--- src/rtl/wdog_pkg.sv ---
package wdog_pkg;
  localparam int CNT_W  = 8;
  localparam int WDAT_W = 8;
  localparam int RDAT_W = 9;
  localparam int ADDR_W = 3;
  localparam int PS_W   = 3;
  localparam int DIV_W  = (1 << PS_W) - 2;

  localparam logic [ADDR_W-1:0] ADDR_STAT = 3'd0;
  localparam logic [ADDR_W-1:0] ADDR_CNT  = 3'd1;
  localparam logic [ADDR_W-1:0] ADDR_KEY  = 3'd2;
  localparam logic [ADDR_W-1:0] ADDR_CFG  = 3'd3;
  localparam logic [ADDR_W-1:0] ADDR_WIN  = 3'd4;

  localparam logic [WDAT_W-1:0] KEY_ARM  = 8'h55;
  localparam logic [WDAT_W-1:0] KEY_FIRE = 8'hAA;
  localparam logic [2:0]        CHK_PAT  = 3'b101;

  typedef struct packed {
    logic            run;
    logic [PS_W-1:0] psSel;
    logic            cntClr;
    logic            faultReq;
    logic            faultIsInt;
    logic            intMode;
  } ctlStrobe_t;
endpackage

--- src/rtl/wdog_ctrl.sv ---
module wdog_ctrl
  import wdog_pkg::*;
(
  input  logic              clk,
  input  logic              rstN,
  input  logic              wrEn,
  input  logic [ADDR_W-1:0] addr,
  input  logic [WDAT_W-1:0] wrData,
  input  logic [CNT_W-1:0]  cntVal,
  input  logic              intOutN,
  output ctlStrobe_t        strobe,
  output logic [RDAT_W-1:0] rdData,
  output logic              allowDis,
  output logic              disBit
);
  logic [PS_W-1:0]  psSel;
  logic             intMode;
  logic [CNT_W-1:0] winMin;
  logic             firstKey;
  logic             keyPend;

  logic wrStat, wrKey, wrCfg, wrWin;
  logic keyValid, earlyFault, chkFault, chkOk;

  always_comb begin
    wrStat   = wrEn && (addr == ADDR_STAT);
    wrKey    = wrEn && (addr == ADDR_KEY);
    wrCfg    = wrEn && (addr == ADDR_CFG);
    wrWin    = wrEn && (addr == ADDR_WIN);
    chkOk    = (wrData[5:3] == CHK_PAT);
    keyValid = wrKey && keyPend && (wrData == KEY_FIRE);
    earlyFault = keyValid && !disBit && (cntVal < winMin);
    chkFault = wrCfg && !chkOk && !disBit;
  end

  // key sequencer: arm on 0x55, fire on 0xAA, anything else disarms
  always_ff @(posedge clk) begin
    if (!rstN) begin
      keyPend <= 1'b0;
    end else if (wrKey) begin
      keyPend <= (wrData == KEY_ARM);
    end
  end

  // status: interrupt mode and sticky permission
  always_ff @(posedge clk) begin
    if (!rstN) begin
      intMode  <= 1'b0;
      allowDis <= 1'b1;
    end else if (wrStat) begin
      intMode  <= wrData[1];
      allowDis <= allowDis & ~wrData[0];
    end
  end

  // configuration: accepted only with the check pattern
  always_ff @(posedge clk) begin
    if (!rstN) begin
      psSel  <= '0;
      disBit <= 1'b0;
    end else if (wrCfg && chkOk) begin
      psSel <= wrData[PS_W-1:0];
      if (allowDis) begin
        disBit <= wrData[6];
      end
    end
  end

  // window minimum and first-key debug flag
  always_ff @(posedge clk) begin
    if (!rstN) begin
      winMin   <= '0;
      firstKey <= 1'b0;
    end else if (wrWin) begin
      winMin <= wrData;
      if (wrData == '0) begin
        firstKey <= 1'b0;
      end
    end else if (keyValid && (winMin != '0)) begin
      firstKey <= 1'b1;
    end
  end

  always_comb begin
    strobe.run        = !disBit;
    strobe.psSel      = psSel;
    strobe.cntClr     = keyValid;
    strobe.faultReq   = earlyFault || chkFault;
    strobe.faultIsInt = chkFault ? 1'b0 : intMode;
    strobe.intMode    = intMode;
  end

  logic [RDAT_W-1:0] cfgView;
  assign cfgView = {2'b00, disBit, 3'b000, psSel};

  always_comb begin
    unique case (addr)
      ADDR_STAT: rdData = {6'd0, intOutN, intMode, allowDis};
      ADDR_CNT:  rdData = {1'b0, cntVal};
      ADDR_KEY:  rdData = cfgView;
      ADDR_CFG:  rdData = cfgView;
      ADDR_WIN:  rdData = {firstKey, winMin};
      default:   rdData = '0;
    endcase
  end
endmodule

--- src/rtl/wdog_dp.sv ---
module wdog_dp
  import wdog_pkg::*;
#(
  parameter int PULSE_LEN = 4
) (
  input  logic             clk,
  input  logic             rstN,
  input  logic             tickEn,
  input  ctlStrobe_t       strobe,
  output logic [CNT_W-1:0] cntVal,
  output logic             rstOutN,
  output logic             intOutN
);
  localparam int PW = $clog2(PULSE_LEN + 1);

  logic [DIV_W-1:0] divCnt;
  logic [DIV_W-1:0] divMask;
  logic [PW-1:0]    pulseCnt;
  logic             pulseInt;
  logic             prescHit, ovf, pulseOn;

  always_comb begin
    if (strobe.psSel < PS_W'(2)) begin
      divMask = '0;
    end else begin
      divMask = DIV_W'((1 << (strobe.psSel - PS_W'(1))) - 1);
    end
    prescHit = tickEn && strobe.run && (divCnt >= divMask);
    ovf      = prescHit && (cntVal == {CNT_W{1'b1}});
  end

  always_ff @(posedge clk) begin
    if (!rstN) begin
      divCnt <= '0;
      cntVal <= '0;
    end else if (strobe.cntClr || strobe.faultReq || ovf) begin
      divCnt <= '0;
      cntVal <= '0;
    end else if (tickEn && strobe.run) begin
      if (prescHit) begin
        divCnt <= '0;
        cntVal <= cntVal + CNT_W'(1);
      end else begin
        divCnt <= divCnt + DIV_W'(1);
      end
    end
  end

  always_ff @(posedge clk) begin
    if (!rstN) begin
      pulseCnt <= '0;
      pulseInt <= 1'b0;
    end else if (strobe.faultReq) begin
      pulseCnt <= PW'(PULSE_LEN);
      pulseInt <= strobe.faultIsInt;
    end else if (ovf) begin
      pulseCnt <= PW'(PULSE_LEN);
      pulseInt <= strobe.intMode;
    end else if (pulseCnt != '0) begin
      pulseCnt <= pulseCnt - PW'(1);
    end
  end

  assign pulseOn = (pulseCnt != '0);
  assign rstOutN = !(pulseOn && !pulseInt);
  assign intOutN = !(pulseOn && pulseInt);
endmodule

--- src/rtl/wdog_keyed.sv ---
module wdog_keyed
  import wdog_pkg::*;
#(
  parameter int PULSE_LEN = 4
) (
  input  logic              clk,
  input  logic              rstN,
  input  logic              tickEn,
  input  logic              wrEn,
  input  logic [ADDR_W-1:0] addr,
  input  logic [WDAT_W-1:0] wrData,
  output logic [RDAT_W-1:0] rdData,
  output logic              rstOutN,
  output logic              intOutN
);
  ctlStrobe_t       strobe;
  logic [CNT_W-1:0] cntVal;
  logic             allowDis;
  logic             disBit;

  wdog_ctrl u_ctrl (
    .clk(clk), .rstN(rstN), .wrEn(wrEn), .addr(addr), .wrData(wrData),
    .cntVal(cntVal), .intOutN(intOutN), .strobe(strobe), .rdData(rdData),
    .allowDis(allowDis), .disBit(disBit)
  );

  wdog_dp #(.PULSE_LEN(PULSE_LEN)) u_dp (
    .clk(clk), .rstN(rstN), .tickEn(tickEn), .strobe(strobe),
    .cntVal(cntVal), .rstOutN(rstOutN), .intOutN(intOutN)
  );
endmodule

--- config.mk ---
export PLATFORM = sky130hd
export DESIGN_NAME = wdog_keyed
export DESIGN_NICKNAME = d
export VERILOG_FILES = /design/src/rtl/wdog_pkg.sv /design/src/rtl/wdog_ctrl.sv /design/src/rtl/wdog_dp.sv /design/src/rtl/wdog_keyed.sv
export SDC_FILE = /design/constraint.sdc
export NUM_CORES = 1
export LEC_CHECK = 0
export BUFFER_PORTS_ARGS = -buffer_cell sky130_fd_sc_hd__buf_2
export CAP_MARGIN = 5
export CORE_MARGIN = 1
export CORE_UTILIZATION = 45
export CTS_CLUSTER_DIAMETER = 60
export DETAILED_ROUTE_END_ITERATION = 10
export PLACE_DENSITY_LB_ADDON = 0.3
export SETUP_SLACK_MARGIN = 0.3
export SLEW_MARGIN = 30
export SYNTH_ARGS = -nofsm -noshare
export SYNTH_HDL_FRONTEND = slang
export SYNTH_SLANG_ARGS = --single-unit
--- constraint.sdc ---
create_clock -name clk -period 3.7 [get_ports clk]
set_clock_uncertainty 0.2 [all_clocks]
set_input_delay 0.74 -clock clk [delete_from_list [all_inputs] [get_ports clk]]
set_output_delay 0.74 -clock clk [all_outputs]
set_load 0.02 [all_outputs]
======== Word level (Yosys, flattened, before mapping) ========
Index checks and enable logic that the tools add are counted.
operators by class
  eq/ne operators ......................... 9
  $lt $le $gt $ge ......................... 3
  shifts and indexed selects .............. 1
  bitwise operators ....................... 3
  multiplexer cells ....................... 12
  $mul .................................... 0
  reduce and logical (&&, ||, !) cells .... 38
  div/mod/pow operators ................... 0
  add/subtract/negate cells ............... 5
operators by type and width
  operator             number
  $pmux 9 s4           1
  $logic_and 1x1->1    17
  $eq 8x8->1 const B   2
  $mux 6               2
  $mux 3               3
  $add 8x1->8 const B  1
  $eq 8x7->1 const B   1
  $logic_not 8->1      1
  $lt 8x8->1           1
  $reduce_bool 8->1    1
  $add 6x1->6 const B  1
  $eq 3x2->1 const B   2
  $eq 3x3->1 const B   2
  $ge 6x6->1           1
  $mux 1               6
  $reduce_and 2->1     3
  $reduce_bool 3->1    2
  $shl 1x3->6 const A  1
  $sub 3x1->3 const B  2
  $sub 6x2->6 const B  1
  $logic_not 1->1      5
  $reduce_bool 2->1    2
  $reduce_or 2->1      2
  $eq 3x1->1 const B   1
  other kinds (7)      10
storage, ports and cells
  memories kept ........................... 0
  output and inout bits ................... 11
  input bits .............................. 15
  logic and storage cells ................. 83
  bits in read-only memories .............. 0
  bits in writable memories ............... 0
  bits in registers ....................... 34
  latch bits .............................. 0

======== Depth between registers and ports, before layout ========
  word-level depth ........................ 10
  depth in mapped cells ................... 14
  depth with buffers taken out ............ 13

======== Modules after synthesis ========
A second synthesis with hierarchy kept.
second synthesis, totals
  cell total of the unflattened synthesis .. 281
  area total of the unflattened synthesis .. 2275.9 µm²
by module, submodules not included
  module     seq. area each (µm²)  cells an instance  area each (µm²)  times used
  wdog_ctrl  320.3                 141                1142.3           1
  wdog_dp    360.3                 140                1133.6           1

======== Worst setup path after synthesis ========
No wires, ideal clock.
  path type ............................... reg2reg
  start point ............................. register u_ctrl.psSel[1]
  end point ............................... register u_dp.pulseInt
  arrival time ............................ 2.662 ns
  path buffers ............................ 1
  stages on the path, launching flop included .. 14
  path slack .............................. 0.720 ns
  clock period less this slack ............ 2.980 ns
  required time ........................... 3.382 ns
  setup time .............................. 0.118 ns
  cell sequence ........................... dfxtp_1 -> clkbuf_1 -> nor2b_1 -> nand2b_1 -> ha_1 -> nand2b_1 -> o21ai_0 -> a22oi_1 -> ha_1 -> nand3_1 -> o211ai_1 -> nand2_1 -> o32a_1 -> mux2i_1
on the way
  cells in the longest elaborated chain, start to end .. 8
  elaborated cells between the ends (all ways) .. 9
  those cells by class .................... 2 x add/sub; 2 x order compare; 1 x shift; 1 x mux; 3 x reduce/logical
ends and longest elaborated chain
  item                                  line             source
  from (decl)                           wdog_ctrl.sv:16  logic [PS_W-1:0] psSel;
  from (signal assigned)                wdog_ctrl.sv:62  psSel <= wrData[PS_W-1:0];
  $sub 3x1->3                           wdog_dp.sv:26    divMask = DIV_W'((1 << (strobe.psSel - PS_W'(1))) - 1);
  $shl 1x3->6                           wdog_dp.sv:26
  $sub 6x2->6                           wdog_dp.sv:26
  $mux 6 *                              wdog_dp.sv:23    if (strobe.psSel < PS_W'(2)) begin
  $ge 6x6->1 *                          wdog_dp.sv:28    prescHit = tickEn && strobe.run && (divCnt >= divMask);
  $logic_and 1x1->1 *                   wdog_dp.sv:28
  $logic_and 1x1->1 *                   wdog_dp.sv:29    ovf = prescHit && (cntVal == {CNT_W{1'b1}});
  $reduce_bool 2->1 (no source line) *  n/a
  to (signal assigned)                  wdog_dp.sv:55    pulseInt <= strobe.faultIsInt;
  to (signal assigned)                  wdog_dp.sv:58    pulseInt <= strobe.intMode;
  to (decl)                             wdog_dp.sv:19    logic pulseInt;
Every way passes the cells marked *; elsewhere a longest branch is shown, timed or not.
A chain may end at the register's enable or synchronous reset.

======== Worst setup path after layout ========
  start point ............................. register u_ctrl.psSel[1]
  end point ............................... register u_dp.cntVal[2]
on the way
  cells in the longest elaborated chain, start to end .. 9
  elaborated cells between the ends (all ways) .. 11
  those cells by class .................... 2 x add/sub; 2 x order compare; 1 x shift; 1 x mux; 5 x reduce/logical
ends and longest elaborated chain
  item                              line           source
  $sub 3x1->3                       wdog_dp.sv:26
  $shl 1x3->6                       wdog_dp.sv:26
  $sub 6x2->6                       wdog_dp.sv:26
  $mux 6 *                          wdog_dp.sv:23
  $ge 6x6->1 *                      wdog_dp.sv:28
  $logic_and 1x1->1 *               wdog_dp.sv:28
  $logic_and 1x1->1                 wdog_dp.sv:29
  $logic_or 1x1->1                  wdog_dp.sv:36  end else if (strobe.cntClr || strobe.faultReq || ovf) begin
  $reduce_or 2->1 (no source line)  n/a
  to (signal assigned)              wdog_dp.sv:42  cntVal <= cntVal + CNT_W'(1);
  to (decl)                         wdog_dp.sv:10  output logic [CNT_W-1:0] cntVal,
Marked as above.

==> metrics.md <==
| Metric | Value |
|---|---|
| Seq. cell area | 681 um2 |
| Num rows | 25 |
| Via count | 1987 |
| Crit-path max cell delay | 480 ps |
| Most frequent cells in the layout | nand2_1, dfxtp_1, nor2_1 |
| Worst-path fanout max | 10 |
| Crit path time final | 3060 ps |
| Synthesis-to-finish area growth | 12.9% |
| Kind of critical path | reg -> reg |
| Max-Cap Viols | 0 |
| Routed WL per cell | 13.6 um |
| Nets | 332 |
| Yosys cell types | 46 |
| #FFs+latches synth | 34 |
| Antenna-violating nets left | 0 |
| Largest net degree at the start of global routing | 20 |
| GP Congestion | 0.803 |
| Grt total ovfl | 0 |
| CP Cell Sequence | nor2b_1, nand2b_1, ha_1, nand2b_1, o21ai_0, a22oi_1, ha_1, nand3_1, o211ai_1, buf_4, nand4_1, nand2_1, nor2_1 |
| Hold Crit Class | reg -> reg |
| Max-slew headroom at the worst pin | 65.2% |
| Io pins | 26 |
| DR pass1 iterations | 4 |
| Synth top area share | 30.8% |
| Chip width | 72.1 um |
| Power Total | 0.857 mW |
| Core Area | 0.00472 mm2 |
| Clock-pin slew on the worst setup and hold paths | 80 ps |
| Total GRT Usage | 20.5% |
| H-tree levels | 2 |
| Async SR Flop Fraction | 0% |
| Number of fill cells in the layout | 464 |
| Area leader, netlist | dfxtp_1 |
| Cells after Synth | 274 |
| Ys flop type | dfxtp_1 |
| Data required, critical path | 3660 ps |
| Worst-Margin Slew | 521 ps |
| Starting DRT DRC Count | 142 |
| DP Cell Count | 359 |
| Die ar. | 0.00519 mm2 |
| Final HPWL from detailed placement | 3.92 mm |
| Non-filler cells, final | 367 |
| Vias in the first global route | 1768 |
| Post-CTS Resized | 0 |
| First-pass GRT wire length | 8.31 mm |
| Syn_nets | 307 |
| CTS root buf | clkbuf_8 |
| Worst setup SP type | register |
| Input/output buffers | 25 |
| Commonest non-fill, non-tap cell in the layout | nand2_1 |
| Antenna cells | 0 |
| Clk Latency, worst-skew pair | 290 ps |
| CTS hold repair buffers | 0 |
| # DRC | 0 |
| Syn_area_per_cell | 8.06 um2 |
| Vert. Die Dim | 72.1 um |
| Layout cells sized above 1 | 13.0% |
| Ys Warns | 0 |
| Number of flops mapped to enable cells by yosys | 0 |
| Initial antenna violation count | 0 |
| Critical Path AT | 3020 ps |
| Setup crit end kind | register |
| Max Freq | 326 MHz |
| Hold Vio Cnt, Final | 0 |
| Post-Route Setup TNS | 0 ps |
| Fin. max-slew vios | 0 |
| Worst IR drop on VDD | 217 uV |
| Vias per inst | 5.41 |
| Final clock period utilization by the worst path | 82.8% |
| Cts bufs inserted | 5 |
| Max clock buf depth | 2 |
| CTS tree | built |
| Top cells by area, synth | dfxtp_1, ha_1, nand2_1 |
| # setup viols final | 0 |
| Leakage | 1.01 nW |
| Slowest-stage cell, CP | dfxtp_1 |
| Status | finished clean |
| Final WL | 4.98 mm |
| Postcts setup bufs | 0 |
| Mapped Area | 0.00221 mm2 |
| Initial Util | 46.8% |
| Multi-input combinational cell area | 0.00145 mm2 |
| CTS sink cnt | 34 |
| Unrepaired setup endpoints after global routing | no |
| Register area share after synthesis | 30.8% |
| Pwr/cell area | 344 mW/mm2 |
final cells by class:
cell class | instances | area share (%)
multi-input combinational | 219 | 58.1
inverter | 12 | 1.81
clock buffer | 6 | 3.31
clock inverter | 2 | 0.502
timing repair buffer | 27 | 5.62
sequential | 34 | 27.3
tap | 67 | 3.36
routing by layer:
metal / vias to the layer above / GRT usage, % / share of wire, %
li1: 1019 / - / -
met1: 934 / 28.5 / 50
met2: 29 / 32.6 / 46
met3: 5 / 3.75 / 3.0
met4: 0 / 5.88 / 0.96
met5: - / 0 / 0
worst max-delay path: cells and delay by family (launching register included):
kind                     cells  cell delay, ps
AND/OR/NAND/NOR              7            1080
adder cells (fa/ha/maj)      2             550
buffers and inverters        1             180
flip-flops                   1             480
AO/OA/AOI/OAI                3             440
worst paths after layout:
kind / startpoint / end / slack [ps] / depth (start not counted)
max reg2reg: u_ctrl.psSel[1] / u_dp.cntVal[2] / 640 / 13
min reg2reg: u_ctrl.allowDis / u_ctrl.allowDis / 280 / 2
max: u_ctrl.psSel[1] / u_dp.cntVal[2] / 640 / 13
min: u_ctrl.allowDis / u_ctrl.allowDis / 280 / 2
metrics by stage:
step / hold WS, ps / utilization [%] / area (um2) / setup slack, ps
floorplan: 233 / - / 2210 / 720
global placement: 254 / 50.8 / 2400 / 683
detailed placement: 264 / 50.8 / 2400 / 635
CTS: 277 / 52.8 / 2490 / 604
global route: 295 / 52.8 / 2490 / 333
finish: 283 / 52.8 / 2490 / 636
cells by family after synthesis:
kind of cell             Yosys count  share of synthesized area (%)
multiplexers                       8                           3.62
AND/OR/NAND/NOR                  128                           30.7
buffers and inverters             21                           3.57
adder cells (fa/ha/maj)           18                           10.2
XOR/XNOR                          11                           4.36
AO/OA/AOI/OAI                     54                           16.7
flip-flops                        34                           30.8
sequential cells by signal, indices dropped and copies added (netlist names):
signal           flops
u_ctrl.winMin        8
u_dp.cntVal          8
u_dp.divCnt          6
u_ctrl.psSel         3
u_dp.pulseCnt        3
u_ctrl.allowDis      1
u_ctrl.disBit        1
u_ctrl.firstKey      1
u_ctrl.intMode       1
u_ctrl.keyPend       1
u_dp.pulseInt        1
power breakdown:
group	total (mW)	internal (mW)	switching [mW]
logic	0.174	0.0726	0.101
clock network	0.288	0.150	0.138
registers	0.396	0.384	0.0117
total	0.857	0.606	0.251
synthesized netlist by cell type (7+ instances only):
library cell  number
nand4_1            7
mux2i_1            8
nand2_1           36
a21oi_1           11
nor2_1            28
xor2_1             8
a22oi_1            8
dfxtp_1           34
clkbuf_1           8
nor2b_1           13
ha_1              18
nand2b_1          10
inv_1             12
(Power assumes the default switching activity.)
